File: src/rtl/bank_rf_pkg.sv
package bank_rf_pkg;

    // Which store answers the read issued in the previous cycle
    typedef enum logic [1:0] {
        SRC_NONE = 2'd0,
        SRC_FLOP = 2'd1,
        SRC_SRAM = 2'd2
    } rd_src_e;

endpackage

File: src/rtl/bank_rf_route.sv
module bank_rf_route
    import bank_rf_pkg::*;
#(
    parameter int ADDR_W     = 5,
    parameter int FLOP_WORDS = 8,
    parameter int SRAM_AW    = 5
) (
    input  logic               en,
    input  logic               we,
    input  logic [ADDR_W-1:0]  addr,
    output logic               flop_rd,
    output logic               flop_wr,
    output logic               sram_ce,
    output logic               sram_we,
    output logic [SRAM_AW-1:0] sram_addr,
    output rd_src_e            next_src
);

    logic              is_flop;
    logic [ADDR_W-1:0] sram_off;

    always_comb begin
        is_flop   = (addr < ADDR_W'(FLOP_WORDS));
        sram_off  = addr - ADDR_W'(FLOP_WORDS);
        sram_addr = sram_off[SRAM_AW-1:0];
        flop_wr   = en &  we &  is_flop;
        flop_rd   = en & ~we &  is_flop;
        sram_ce   = en & ~is_flop;
        sram_we   = we;
        unique case ({en, we})
            2'b10:   next_src = is_flop ? SRC_FLOP : SRC_SRAM;
            default: next_src = SRC_NONE;
        endcase
    end

endmodule

File: src/rtl/bank_rf_flops.sv
module bank_rf_flops #(
    parameter int DATA_W = 8,
    parameter int WORDS  = 8,
    parameter int AW     = 3
) (
    input  logic              clk,
    input  logic              rst_n,
    input  logic              a_wr,
    input  logic              a_rd,
    input  logic [AW-1:0]     a_addr,
    input  logic [DATA_W-1:0] a_wdata,
    output logic [DATA_W-1:0] a_rdata,
    input  logic              b_wr,
    input  logic              b_rd,
    input  logic [AW-1:0]     b_addr,
    input  logic [DATA_W-1:0] b_wdata,
    output logic [DATA_W-1:0] b_rdata
);

    logic [DATA_W-1:0] cells [WORDS];

    // Port b is written last, so it wins a same-address write
    always_ff @(posedge clk or negedge rst_n) begin
        if (!rst_n) begin
            for (int i = 0; i < WORDS; i++) cells[i] <= '0;
        end else begin
            if (a_wr) cells[a_addr] <= a_wdata;
            if (b_wr) cells[b_addr] <= b_wdata;
        end
    end

    // Registered read gives the same latency as the SRAM
    always_ff @(posedge clk or negedge rst_n) begin
        if (!rst_n) begin
            a_rdata <= '0;
            b_rdata <= '0;
        end else begin
            if (a_rd) a_rdata <= cells[a_addr];
            if (b_rd) b_rdata <= cells[b_addr];
        end
    end

endmodule

File: src/rtl/bank_rf_sram.sv
module bank_rf_sram #(
    parameter int DATA_W = 8,
    parameter int DEPTH  = 24,
    parameter int AW     = 5
) (
    input  logic              clk,
    input  logic              a_ce,
    input  logic              a_we,
    input  logic [AW-1:0]     a_addr,
    input  logic [DATA_W-1:0] a_wdata,
    output logic [DATA_W-1:0] a_rdata,
    input  logic              b_ce,
    input  logic              b_we,
    input  logic [AW-1:0]     b_addr,
    input  logic [DATA_W-1:0] b_wdata,
    output logic [DATA_W-1:0] b_rdata
);

    logic [DATA_W-1:0] mem [DEPTH];

    always_ff @(posedge clk) begin
        if (a_ce &&  a_we) mem[a_addr] <= a_wdata;
        if (b_ce &&  b_we) mem[b_addr] <= b_wdata;
        if (a_ce && !a_we) a_rdata     <= mem[a_addr];
        if (b_ce && !b_we) b_rdata     <= mem[b_addr];
    end

endmodule

File: src/rtl/bank_rf.sv
module bank_rf
    import bank_rf_pkg::*;
#(
    parameter int NUM_BANKS     = 4,
    parameter int REGS_PER_BANK = 8,
    parameter int DATA_W        = 8,
    parameter int FLOP_BANKS    = 1
) (
    input  logic                             clk,
    input  logic                             rst_n,
    input  logic [$clog2(NUM_BANKS)-1:0]     bank_sel,
    input  logic                             ri_en,
    input  logic                             ri_we,
    input  logic [$clog2(REGS_PER_BANK)-1:0] ri_idx,
    input  logic [DATA_W-1:0]                ri_wdata,
    output logic [DATA_W-1:0]                ri_rdata,
    input  logic                             da_en,
    input  logic                             da_we,
    input  logic [$clog2(NUM_BANKS)+$clog2(REGS_PER_BANK)-1:0] da_addr,
    input  logic [DATA_W-1:0]                da_wdata,
    output logic [DATA_W-1:0]                da_rdata,
    output logic [1:0]                       sram_ce
);

    localparam int IDX_W      = $clog2(REGS_PER_BANK);
    localparam int BANK_W     = $clog2(NUM_BANKS);
    localparam int ADDR_W     = IDX_W + BANK_W;
    localparam int FLOP_WORDS = FLOP_BANKS * REGS_PER_BANK;
    localparam int SRAM_DEPTH = (NUM_BANKS - FLOP_BANKS) * REGS_PER_BANK;
    localparam int FLOP_AW    = $clog2(FLOP_WORDS);
    localparam int SRAM_AW    = $clog2(SRAM_DEPTH);
    localparam int NPORT      = 2;   // 0: register-index, 1: direct

    logic [NPORT-1:0]  p_en, p_we, f_rd, f_wr, s_ce, s_we;
    logic [ADDR_W-1:0] p_addr  [NPORT];
    logic [DATA_W-1:0] p_wdata [NPORT];
    logic [DATA_W-1:0] flop_q  [NPORT];
    logic [DATA_W-1:0] sram_q  [NPORT];
    logic [DATA_W-1:0] rd_mux  [NPORT];
    logic [SRAM_AW-1:0] s_addr [NPORT];
    rd_src_e           nxt_src [NPORT];
    rd_src_e           src_q   [NPORT];

    assign p_en[0]    = ri_en;
    assign p_we[0]    = ri_we;
    assign p_addr[0]  = {bank_sel, ri_idx};
    assign p_wdata[0] = ri_wdata;
    assign p_en[1]    = da_en;
    assign p_we[1]    = da_we;
    assign p_addr[1]  = da_addr;
    assign p_wdata[1] = da_wdata;

    for (genvar p = 0; p < NPORT; p++) begin : g_port
        bank_rf_route #(
            .ADDR_W     (ADDR_W),
            .FLOP_WORDS (FLOP_WORDS),
            .SRAM_AW    (SRAM_AW)
        ) u_route (
            .en        (p_en[p]),
            .we        (p_we[p]),
            .addr      (p_addr[p]),
            .flop_rd   (f_rd[p]),
            .flop_wr   (f_wr[p]),
            .sram_ce   (s_ce[p]),
            .sram_we   (s_we[p]),
            .sram_addr (s_addr[p]),
            .next_src  (nxt_src[p])
        );

        // Route register: remembers which store answers next cycle
        always_ff @(posedge clk or negedge rst_n) begin
            if (!rst_n) src_q[p] <= SRC_NONE;
            else        src_q[p] <= nxt_src[p];
        end

        always_comb begin
            unique case (src_q[p])
                SRC_FLOP: rd_mux[p] = flop_q[p];
                SRC_SRAM: rd_mux[p] = sram_q[p];
                default:  rd_mux[p] = '0;
            endcase
        end
    end

    bank_rf_flops #(
        .DATA_W (DATA_W),
        .WORDS  (FLOP_WORDS),
        .AW     (FLOP_AW)
    ) u_flops (
        .clk     (clk),
        .rst_n   (rst_n),
        .a_wr    (f_wr[0]),
        .a_rd    (f_rd[0]),
        .a_addr  (p_addr[0][FLOP_AW-1:0]),
        .a_wdata (p_wdata[0]),
        .a_rdata (flop_q[0]),
        .b_wr    (f_wr[1]),
        .b_rd    (f_rd[1]),
        .b_addr  (p_addr[1][FLOP_AW-1:0]),
        .b_wdata (p_wdata[1]),
        .b_rdata (flop_q[1])
    );

    bank_rf_sram #(
        .DATA_W (DATA_W),
        .DEPTH  (SRAM_DEPTH),
        .AW     (SRAM_AW)
    ) u_sram (
        .clk     (clk),
        .a_ce    (s_ce[0]),
        .a_we    (s_we[0]),
        .a_addr  (s_addr[0]),
        .a_wdata (p_wdata[0]),
        .a_rdata (sram_q[0]),
        .b_ce    (s_ce[1]),
        .b_we    (s_we[1]),
        .b_addr  (s_addr[1]),
        .b_wdata (p_wdata[1]),
        .b_rdata (sram_q[1])
    );

    assign ri_rdata = rd_mux[0];
    assign da_rdata = rd_mux[1];
    assign sram_ce  = s_ce;

endmodule

File: config.mk
export PLATFORM = sky130hd
export DESIGN_NAME = bank_rf
export DESIGN_NICKNAME = d
export VERILOG_FILES = /design/src/rtl/bank_rf_pkg.sv /design/src/rtl/bank_rf_route.sv /design/src/rtl/bank_rf_flops.sv /design/src/rtl/bank_rf_sram.sv /design/src/rtl/bank_rf.sv
export SDC_FILE = /design/constraint.sdc
export NUM_CORES = 1
export LEC_CHECK = 0
export CORE_MARGIN = 5
export CORE_UTILIZATION = 45
export CTS_CLUSTER_DIAMETER = 120
export DETAILED_ROUTE_END_ITERATION = 10
export DONT_BUFFER_PORTS = 1
export PLACE_DENSITY = 0.67
export SKIP_LAST_GASP = 1
export SYNTH_ARGS = -nofsm -noshare
export SYNTH_HDL_FRONTEND = slang
export SYNTH_SLANG_ARGS = --single-unit
File: constraint.sdc
create_clock -name clk -period 1.7 [get_ports clk]
set_input_delay 0.34 -clock clk [delete_from_list [all_inputs] [get_ports clk]]
set_output_delay 0.34 -clock clk [all_outputs]
set_load 0.005 [all_outputs]
## Word level (Yosys, flattened, before mapping)

Memory sizes are Yosys's and may differ from the RTL's. A register that Yosys moved wholly into a read port is not among the register bits.
Cells that the tools add are included.

- $add $sub $neg: 2
- Order comparisons: 6
- Equal/unequal tests: 6
- Mux-type cells: 24
- Bitwise gates (word level): 16
- Reduce and logical (&&, ||, !) cells: 8

Operator list:

| kind | number |
|---|---|
| $bwmux W64 | 2 |
| $mux W64 | 2 |
| $bmux W8 S3 | 2 |
| $demux W8 S3 | 2 |
| $mux W8 | 6 |
| $pmux W8 S2 | 2 |
| $and A1 B1 Y1 | 10 |
| $lt A5 B4 Y1 const B | 2 |
| $sub A5 B4 Y5 const B | 2 |
| $eq A2 B2 Y1 const B | 4 |
| $ge A4 B4 Y1 const B | 2 |
| $lt A4 B1 Y1 const B | 2 |
| $mux W2 | 4 |
| $not A3 Y4 | 2 |
| $logic_and A1 B1 Y1 | 6 |
| $eq A2 B1 Y1 const B | 2 |
| $mux W1 | 4 |
| $not A1 Y1 | 4 |
| $logic_not A1 Y1 | 2 |

- Bits in registers: 84
- RAM bits: 192
- Output and inout bits: 18
- Memories kept: 1

Memories:

| name | words | width | rd ports | clocked after Yosys merged registers in | wr ports | RTL line | source |
|---|---|---|---|---|---|---|---|
| u_sram.mem | 24 | 8 | 2 | 2 | 2 | bank_rf_sram.sv:19 | `logic [DATA_W-1:0] mem [DEPTH];` |

## Longest topological paths before layout

Gate-level depths: netlist (run 1).

- Depth after elaboration: 9
- Mapped depth: 9

## Modules after synthesis

A second synthesis (run 1) with hierarchy kept.

- Cells, all modules: 1327
- Area, all modules: 17770.8 µm²

By module, submodules not included:

| module | instances | cells each | area each (µm²) | seq. area each (µm²) |
|---|---|---|---|---|
| bank_rf_sram | 1 | 798 | 12175.4 | 6246.0 |
| bank_rf_flops | 1 | 451 | 4981.0 | 2001.9 |
| bank_rf | 1 | 50 | 396.6 | 100.1 |
| bank_rf_route | 2 | 14 | 108.9 | 0.0 |

## Worst setup path before layout (run 1)

Ideal clock, no wire load.

- Kind: in2reg
- Start point: input ri_idx[2]
- End point: memory u_sram.mem[0][0] (enable)
- Library setup time: 0.384 ns
- Arrival time: 1.823 ns
- Setup slack: -0.507 ns
- Stages on the path: 5
- Path through: buf_2 -> buf_1 -> nor3_1 -> nand2_1 -> o21ai_0

RTL lines:

| what | RTL line | source |
|---|---|---|
| start: declaration | bank_rf.sv:14 | `input logic [$clog2(REGS_PER_BANK)-1:0] ri_idx,` |
| end: declaration | bank_rf_sram.sv:19 |  |

## Worst setup path after layout (run 1)

- Start point: register src_q[2] in the netlist's numbering
- End point: output ri_rdata[3]

- Longest elaborated chain between the ends: 2
- Elaborated cells on any way between the ends: 3

RTL lines:

| what | RTL line | source |
|---|---|---|
| start: declaration | bank_rf.sv:42 | `rd_src_e src_q [NPORT];` |
| start signal: indexed assignment | bank_rf.sv:73 | `else src_q[p] <= nxt_src[p];` |
| $eq A2 B2 Y1 or $eq A2 B1 Y1 (tied branches) | bank_rf.sv:77 | `unique case (src_q[p])` |
| $pmux W8 S2 * | bank_rf.sv:77 |  |
| end: declaration | bank_rf.sv:16 | `output logic [DATA_W-1:0] ri_rdata,` |

Every way passes the cells marked *; elsewhere a longest branch is shown, timed or not.

==> reports/qor.csv, run 1 <==
stage,metric,value,unit
power,leakage power,0.007418,uW
timing,Slew @ Worst Pin,0.6288,ns
timing,Final period util,1.104,
drt,DRC viols,0,
final_layout,share of cells above drive strength 1,0.4337,
status,status,"complete, but fails checks",
die,Die Y,206.9,um
drt,Pre-Repair DR Iteration Count,5,
logic_synthesis,Post-synth ARST share,0.2877,
logic_synthesis,Post-Syn Area,17440,sq um
timing,Worst Slack Setup Final,-0.1775,ns
logic_synthesis,Yosys reg bits,292,
timing,clock skew,0.009163,ns
final_layout,Layout fillers,3105,
cts,CTS Buffer Depth,3,
logic_synthesis,register area share after synthesis,0.4786,
worst_setup_path,worst-path maximum fanout,8,
die,Die Wd,206.9,um
place,detailed placement HPWL,35360,um
status,failing checks,"hold timing, setup timing",
worst_setup_path,Critical Path Max Stage Delay,0.41,ns
timing,final worst path period need,1.878,ns
power,clock share of power,0.391,
logic_synthesis,cell taking the most area after synthesis,edfxtp_1,
power,internal power,14240,uW
global_routing,GRT Overall Usage,0.2641,
worst_setup_path,CP required,1.36,ns
logic_synthesis,Synth Flop Type,edfxtp_1,
cts,# hold bufs at CTS,26,
worst_setup_path,worst endpoint data arrival time,1.54,ns
die,Die Area,42800,sq um
cts,CTS buffer count,31,
cts,"Reg clk slew, reported paths",0.06,ns
die,Cell Rows,72,
logic_synthesis,Yosys cell types,56,
die,Initial Util,0.4534,
timing,worst hold margin,-0.5408,ns
drt,drt wl/cell,29.98,um
logic_synthesis,top post-synthesis cells by area,"edfxtp_1, mux2_2, mux4_2",
timing,Max Clk Rate,532.6,MHz
power,Sw Pwr,4771,uW
logic_synthesis,Yosys warning count,0,
place,GPL Wtd Cong,0.9774,
logic_synthesis,average size of a mapped cell,13.46,sq um
drt,drt total wl,56970,um
power,sequential share of power,0.455,
cts,Worst-Skew Late Latency,0.58,ns
final_layout,"Cell Count, Final, Fillers Out",1900,
timing,setup_tns,-3.335,ns
timing,Pins Over Slew Limit,0,
cts,htree depth,1,
die,# IOs,50,
final_layout,most frequent cells in the layout,"edfxtp_1, mux2_2, mux2i_1",
drt,Via Count,12330,
global_routing,first-pass GRT wire length,82880,um
power,Sw Share,0.2510,
global_routing,total grt overflow,0,
timing,headroom to the max-slew limit,0.5808,
logic_synthesis,Post-Synthesis Cells,1296,
power,peak supply drop,0.8039,mV
logic_synthesis,Synthesized Nets,1340,
min_path,worst hold path type,primary input to asynchronous set/reset pin,
final_layout,NumNets Final,1401,
timing,Fin. Hold Viols,84,
power,Comb pwr share,0.154,
final_layout,"most common cell after layout, fill and taps aside",edfxtp_1,
timing,Final Setup Violations,28,
die,placeable core area,38470,sq um
cts,CTS tree,built,
global_routing,number of global-route vias before repair,12210,
global_routing,largest net degree at the start of global routing,100,
power,PD cells,910.7,nW/um^2
place,port bufs,0,
run,max cap viols,0,
worst_setup_path,CP max stage cell,dfrtp_1,
global_routing,initial antenna violation count,1,
place,dpl cells,1813,
worst_setup_path,CP Launch Type,register,
worst_setup_path,crit-path cells,inv_2 -> ha_4 -> a22oi_1 -> nor2_1,
worst_setup_path,kind of critical path,register to output port,
logic_synthesis,share of the synthesized area in the top cell type,0.3581,
cts,CTS root buf,clkbuf_16,
timing,RSZ-0062 raised after global routing,yes,
drt,Initial DRC Count,1656,
cts,clock sinks,292,
worst_setup_path,Worst Setup End Kind,output port,
final_layout,Layout area overhead,19.68,%
logic_synthesis,Post-synth EDFFs,208,
drt,Detail Route Antenna Nets,0,
drt,Vias/cell,6.489,
## per-layer routing
metal  vias up  GRT usage  part of all wire
li1       5153          -                 -
met1      6272     0.3646              0.40
met2       750     0.4103              0.45
met3       155    0.05484              0.10
met4         0     0.1095             0.048
met5         -          0                 0
## critical path, delay by kind of cell (launching register included)
family	cells	cell delay (ns)
DFF	1	0.41
adders and majority gates	1	0.20
AOI/OAI and AO/OA	1	0.20
and+or+nand+nor	1	0.08
buffers and inverters	1	0.07
## per-stage QoR
step	area (sq um)	setup slack [ns]	hold WS [ns]	total power, uW	utilization
floorplan	17750	-0.2440	0.04441	10640	-
global placement	19100	-0.2962	0.05182	11090	0.4964
detailed placement	19100	-0.3255	0.05111	11200	0.4964
CTS	20770	-0.1767	-0.5669	18980	0.5400
global route	20880	-0.2224	-0.5596	19570	0.5427
finish	20880	-0.1775	-0.5408	19010	0.5427
## final cells by class
| cell class | instances | area, sq um | area share |
|---|---|---|---|
| multi-input cells | 863 | 8862 | 0.4245 |
| flip-flops and latches | 292 | 8348 | 0.3999 |
| repair buffers | 155 | 1831 | 0.08769 |
| clock buffers | 42 | 909.6 | 0.04357 |
| well taps | 518 | 648.1 | 0.03105 |
| clock inverters | 15 | 201.4 | 0.009650 |
| inverters | 14 | 72.57 | 0.003476 |
| diodes | 1 | 2.502 | 0.0001199 |
## power groups by stage
stage	logic (uW)	clock network (uW)	registers, uW
6_report	2930	7430	8650
5_1_grt	3110	7760	8700
4_1_cts	2870	7480	8630
3_5_place_dp	2450	0	8750
3_3_place_gp	2370	0	8720
2_1_floorplan	2030	0	8610
## kinds of logic (layout without fill, tap and decap cells)
| kind of cell | after synthesis | count (layout) | share of synthesized area |
|---|---|---|---|
| mux | 428 | 428 | 0.3311 |
| flops | 292 | 292 | 0.4786 |
| simple gates | 223 | 223 | 0.06822 |
| compound gates | 200 | 200 | 0.07274 |
| buf+inv | 141 | 226 | 0.04075 |
| fa+ha+maj | 12 | 12 | 0.008608 |
| other cells | 0 | 1 | 0 |
## worst paths after layout
check                                   start            endpoint  slack, ns  cells past startpoint
setup / recovery                     src_q[2]         ri_rdata[3]      -0.18                      4
hold / removal                          rst_n   u_flops.cells[41]      -0.54                      0
setup reg to reg             u_sram.mem[6][2]   u_sram.a_rdata[2]      -0.13                      5
hold reg to reg            u_flops.a_rdata[6]  u_flops.a_rdata[6]       0.49                      2
max in group asynchronous               rst_n   u_flops.cells[60]       2.05                      0
min in group clk                  ri_wdata[6]   u_flops.cells[22]       0.01                      2
## synth_stat cells, types with 4 or more instances
cell,instances
nand3_1,10
mux2i_1,128
ha_1,12
mux2_2,199
nand2b_1,8
nor2b_1,15
clkbuf_1,70
dfrtp_1,84
inv_1,13
and3_1,6
o22a_1,4
a22oi_1,25
nor2_4,9
buf_4,22
a2bb2oi_1,9
o21ai_1,13
mux4_2,99
nand2_1,64
a211o_1,4
o22ai_1,14
buf_6,8
nor2_1,71
nor2_2,11
edfxtp_1,208
o21ai_0,43
o211ai_1,11
buf_2,22
buf_1,4
a21oi_1,51
a221oi_1,5
o221ai_1,6
## state kept, by name, indices dropped and copies added (netlist names)
name	count
u_flops.a_rdata	8
u_flops.cells	64
u_flops.b_rdata	8
u_sram.a_rdata	8
u_sram.mem	192
u_sram.b_rdata	8
src_q	4
## repair_timing
| item | 4_1_cts | 5_1_grt |
|---|---|---|
| pin swaps | 9 | 7 |
| setup buffers | 1 | 2 |
| hold endpoints to repair | 344 | 84 |
| gates resized for setup | 30 | 21 |
| setup endpoints to repair | 28 | 31 |
(Power assumes the default switching activity.)
==> run 2, diff against run 1 <==
--- a/config.mk
+++ b/config.mk
@@ -15,3 +15,4 @@
 export SYNTH_ARGS = -nofsm -noshare
 export SYNTH_HDL_FRONTEND = slang
 export SYNTH_SLANG_ARGS = --single-unit
+export TNS_END_PERCENT = 50
==> reports/qor.csv, run 2 (same netlist as run 1, synthesis figures left out) <==
stage,metric,value,unit
final_layout,Multi-input gate area,8801,sq um
timing,Slew @ Worst Pin,0.5885,ns
timing,RSZ-0062 raised after global routing,yes,
power,peak supply drop,0.5699,mV
timing,Fin. Hold Viols,84,
worst_setup_path,CP max stage cell,dfrtp_1,
power,internal power,14200,uW
timing,Final period util,1.093,
power,Comb pwr share,0.137,
drt,drt wl/cell,29.17,um
drt,Detail Route Antenna Nets,0,
min_path,worst hold path type,primary input to asynchronous set/reset pin,
die,# IOs,50,
drt,Vias/cell,6.362,
cts,CTS Buffer Depth,3,
final_layout,biggest regs,"u_sram.mem (192), u_flops.cells (64)",
worst_setup_path,worst endpoint data arrival time,1.52,ns
drt,DRC viols,0,
die,Initial Util,0.4534,
cts,htree depth,2,
final_layout,Layout fillers,3163,
place,GPL Wtd Cong,0.9365,
timing,Final Setup Violations,30,
final_layout,NumNets Final,1391,
worst_setup_path,Worst Setup End Kind,output port,
die,placeable core area,38470,sq um
place,pre-CTS setup slack,-0.3588,ns
power,Sw Share,0.2435,
power,sequential share of power,0.461,
global_routing,largest net degree at the start of global routing,100,
worst_setup_path,kind of critical path,register to output port,
final_layout,diodes inserted,0,
power,PD cells,914.6,nW/um^2
worst_setup_path,"CP delay by family, top",flip-flops,
die,Die Y,206.9,um
final_layout,Reg with most FFs,u_sram.mem,
global_routing,total grt overflow,0,
final_layout,"most common cell after layout, fill and taps aside",edfxtp_1,
worst_setup_path,worst-path maximum fanout,8,
cts,CTS root buf,clkbuf_16,
cts,CTS tree,built,
worst_setup_path,Critical Path Max Stage Delay,0.43,ns
timing,clock skew,0.02080,ns
place,detailed placement HPWL,35530,um
final_layout,sequential cell area,8348,sq um
die,Cell Rows,72,
worst_setup_path,crit-path cells,inv_2 -> ha_4 -> a22oi_2 -> nor2_1,
cts,# hold bufs at CTS,12,
cts,Worst-Skew Late Latency,0.53,ns
timing,Max Clk Rate,538.3,MHz
status,failing checks,"hold timing, setup timing",
timing,Pins Over Slew Limit,0,
cts,CTS buffer count,34,
final_layout,share of cells above drive strength 1,0.4173,
timing,worst hold margin,-0.4811,ns
timing,final worst path period need,1.858,ns
global_routing,initial antenna violation count,1,
drt,Pre-Repair DR Iteration Count,6,
global_routing,GRT Overall Usage,0.2583,
place,port bufs,0,
die,Die Area,42800,sq um
run,max cap viols,0,
drt,Via Count,12030,
cts,setup repair bufs after CTS,0,
cts,"Reg clk slew, reported paths",0.06,ns
timing,headroom to the max-slew limit,0.6076,
final_layout,Layout area overhead,17.65,%
power,PnR Total Power,18770,uW
global_routing,first-pass GRT wire length,81170,um
drt,drt total wl,55160,um
drt,Initial DRC Count,1426,
worst_setup_path,CP bufs+invs,1,
global_routing,number of global-route vias before repair,12100,
die,Die Wd,206.9,um
worst_setup_path,CP required,1.36,ns
cts,clock sinks,292,
final_layout,flip-flop count of the largest register after layout,192,
final_layout,most frequent cells in the layout,"edfxtp_1, mux2_2, mux2i_1",
timing,Worst Slack Setup Final,-0.1578,ns
worst_setup_path,CP Launch Type,register,
power,leakage power,0.007274,uW
power,Sw Pwr,4571,uW
status,status,"complete, but fails checks",
power,clock share of power,0.402,
timing,setup_tns,-2.898,ns
[run 2: power by group through the flow]
stage               clock network (uW)  registers [uW]  logic, uW
finish                            7550            8650       2570
global route                      7880            8720       2750
CTS                               7630            8630       2520
detailed placement                   0            8750       2440
global placement                     0            8710       2370
floorplan                            0            8610       2030
[run 2: metal layers]
| layer | global-route usage | part of all wire | vias up |
|---|---|---|---|
| met4 | 0.09986 | 0.042 | 0 |
| met2 | 0.4001 | 0.46 | 663 |
| li1 | - | - | 5111 |
| met5 | 0 | 0 | - |
| met1 | 0.3551 | 0.40 | 6126 |
| met3 | 0.06265 | 0.097 | 130 |
[run 2: worst paths after layout]
check                                    from            endpoint  slack (ns)  cells past startpoint
max in group asynchronous               rst_n   u_flops.cells[26]        2.05                      0
min                                     rst_n  u_flops.b_rdata[2]       -0.48                      0
max                                  src_q[2]         ri_rdata[0]       -0.16                      4
min reg2reg                u_flops.a_rdata[7]  u_flops.a_rdata[7]        0.50                      2
min in group clk                  ri_wdata[1]   u_flops.cells[25]        0.02                      2
max reg2reg                  u_sram.mem[6][5]   u_sram.b_rdata[5]       -0.12                      4
[run 2: area by class of cell]
| class | count | share of cell area |
|---|---|---|
| flip-flops and latches | 292 | 0.4068 |
| clock buffers | 44 | 0.04786 |
| repair buffers | 142 | 0.07353 |
| well taps | 518 | 0.03158 |
| clock inverters | 18 | 0.007804 |
| multi-input cells | 863 | 0.4289 |
| inverters | 14 | 0.003536 |
[run 2: metrics by stage]
stage               utilization  cells  instance area (sq um)
detailed placement       0.4966   1817                  19100
floorplan                     -   1296                  17750
finish                   0.5335   1891                  20520
global placement         0.4966   1817                  19100
global route             0.5335   1891                  20520
CTS                      0.5323   1891                  20480
[run 2: worst register-to-register path, cell delays in order (launching register included)]
cell and delay [ns]:
edfxtp_1 0.40, mux4_2 0.48, nand2_1 0.09, a21oi_1 0.13
or3_1 0.46
[run 2: timing repair]
item,4_1_cts,5_1_grt
resized for setup,25,13
pin swaps,3,8
hold endpoints to repair,149,84
endpoints found under the setup margin,29,30
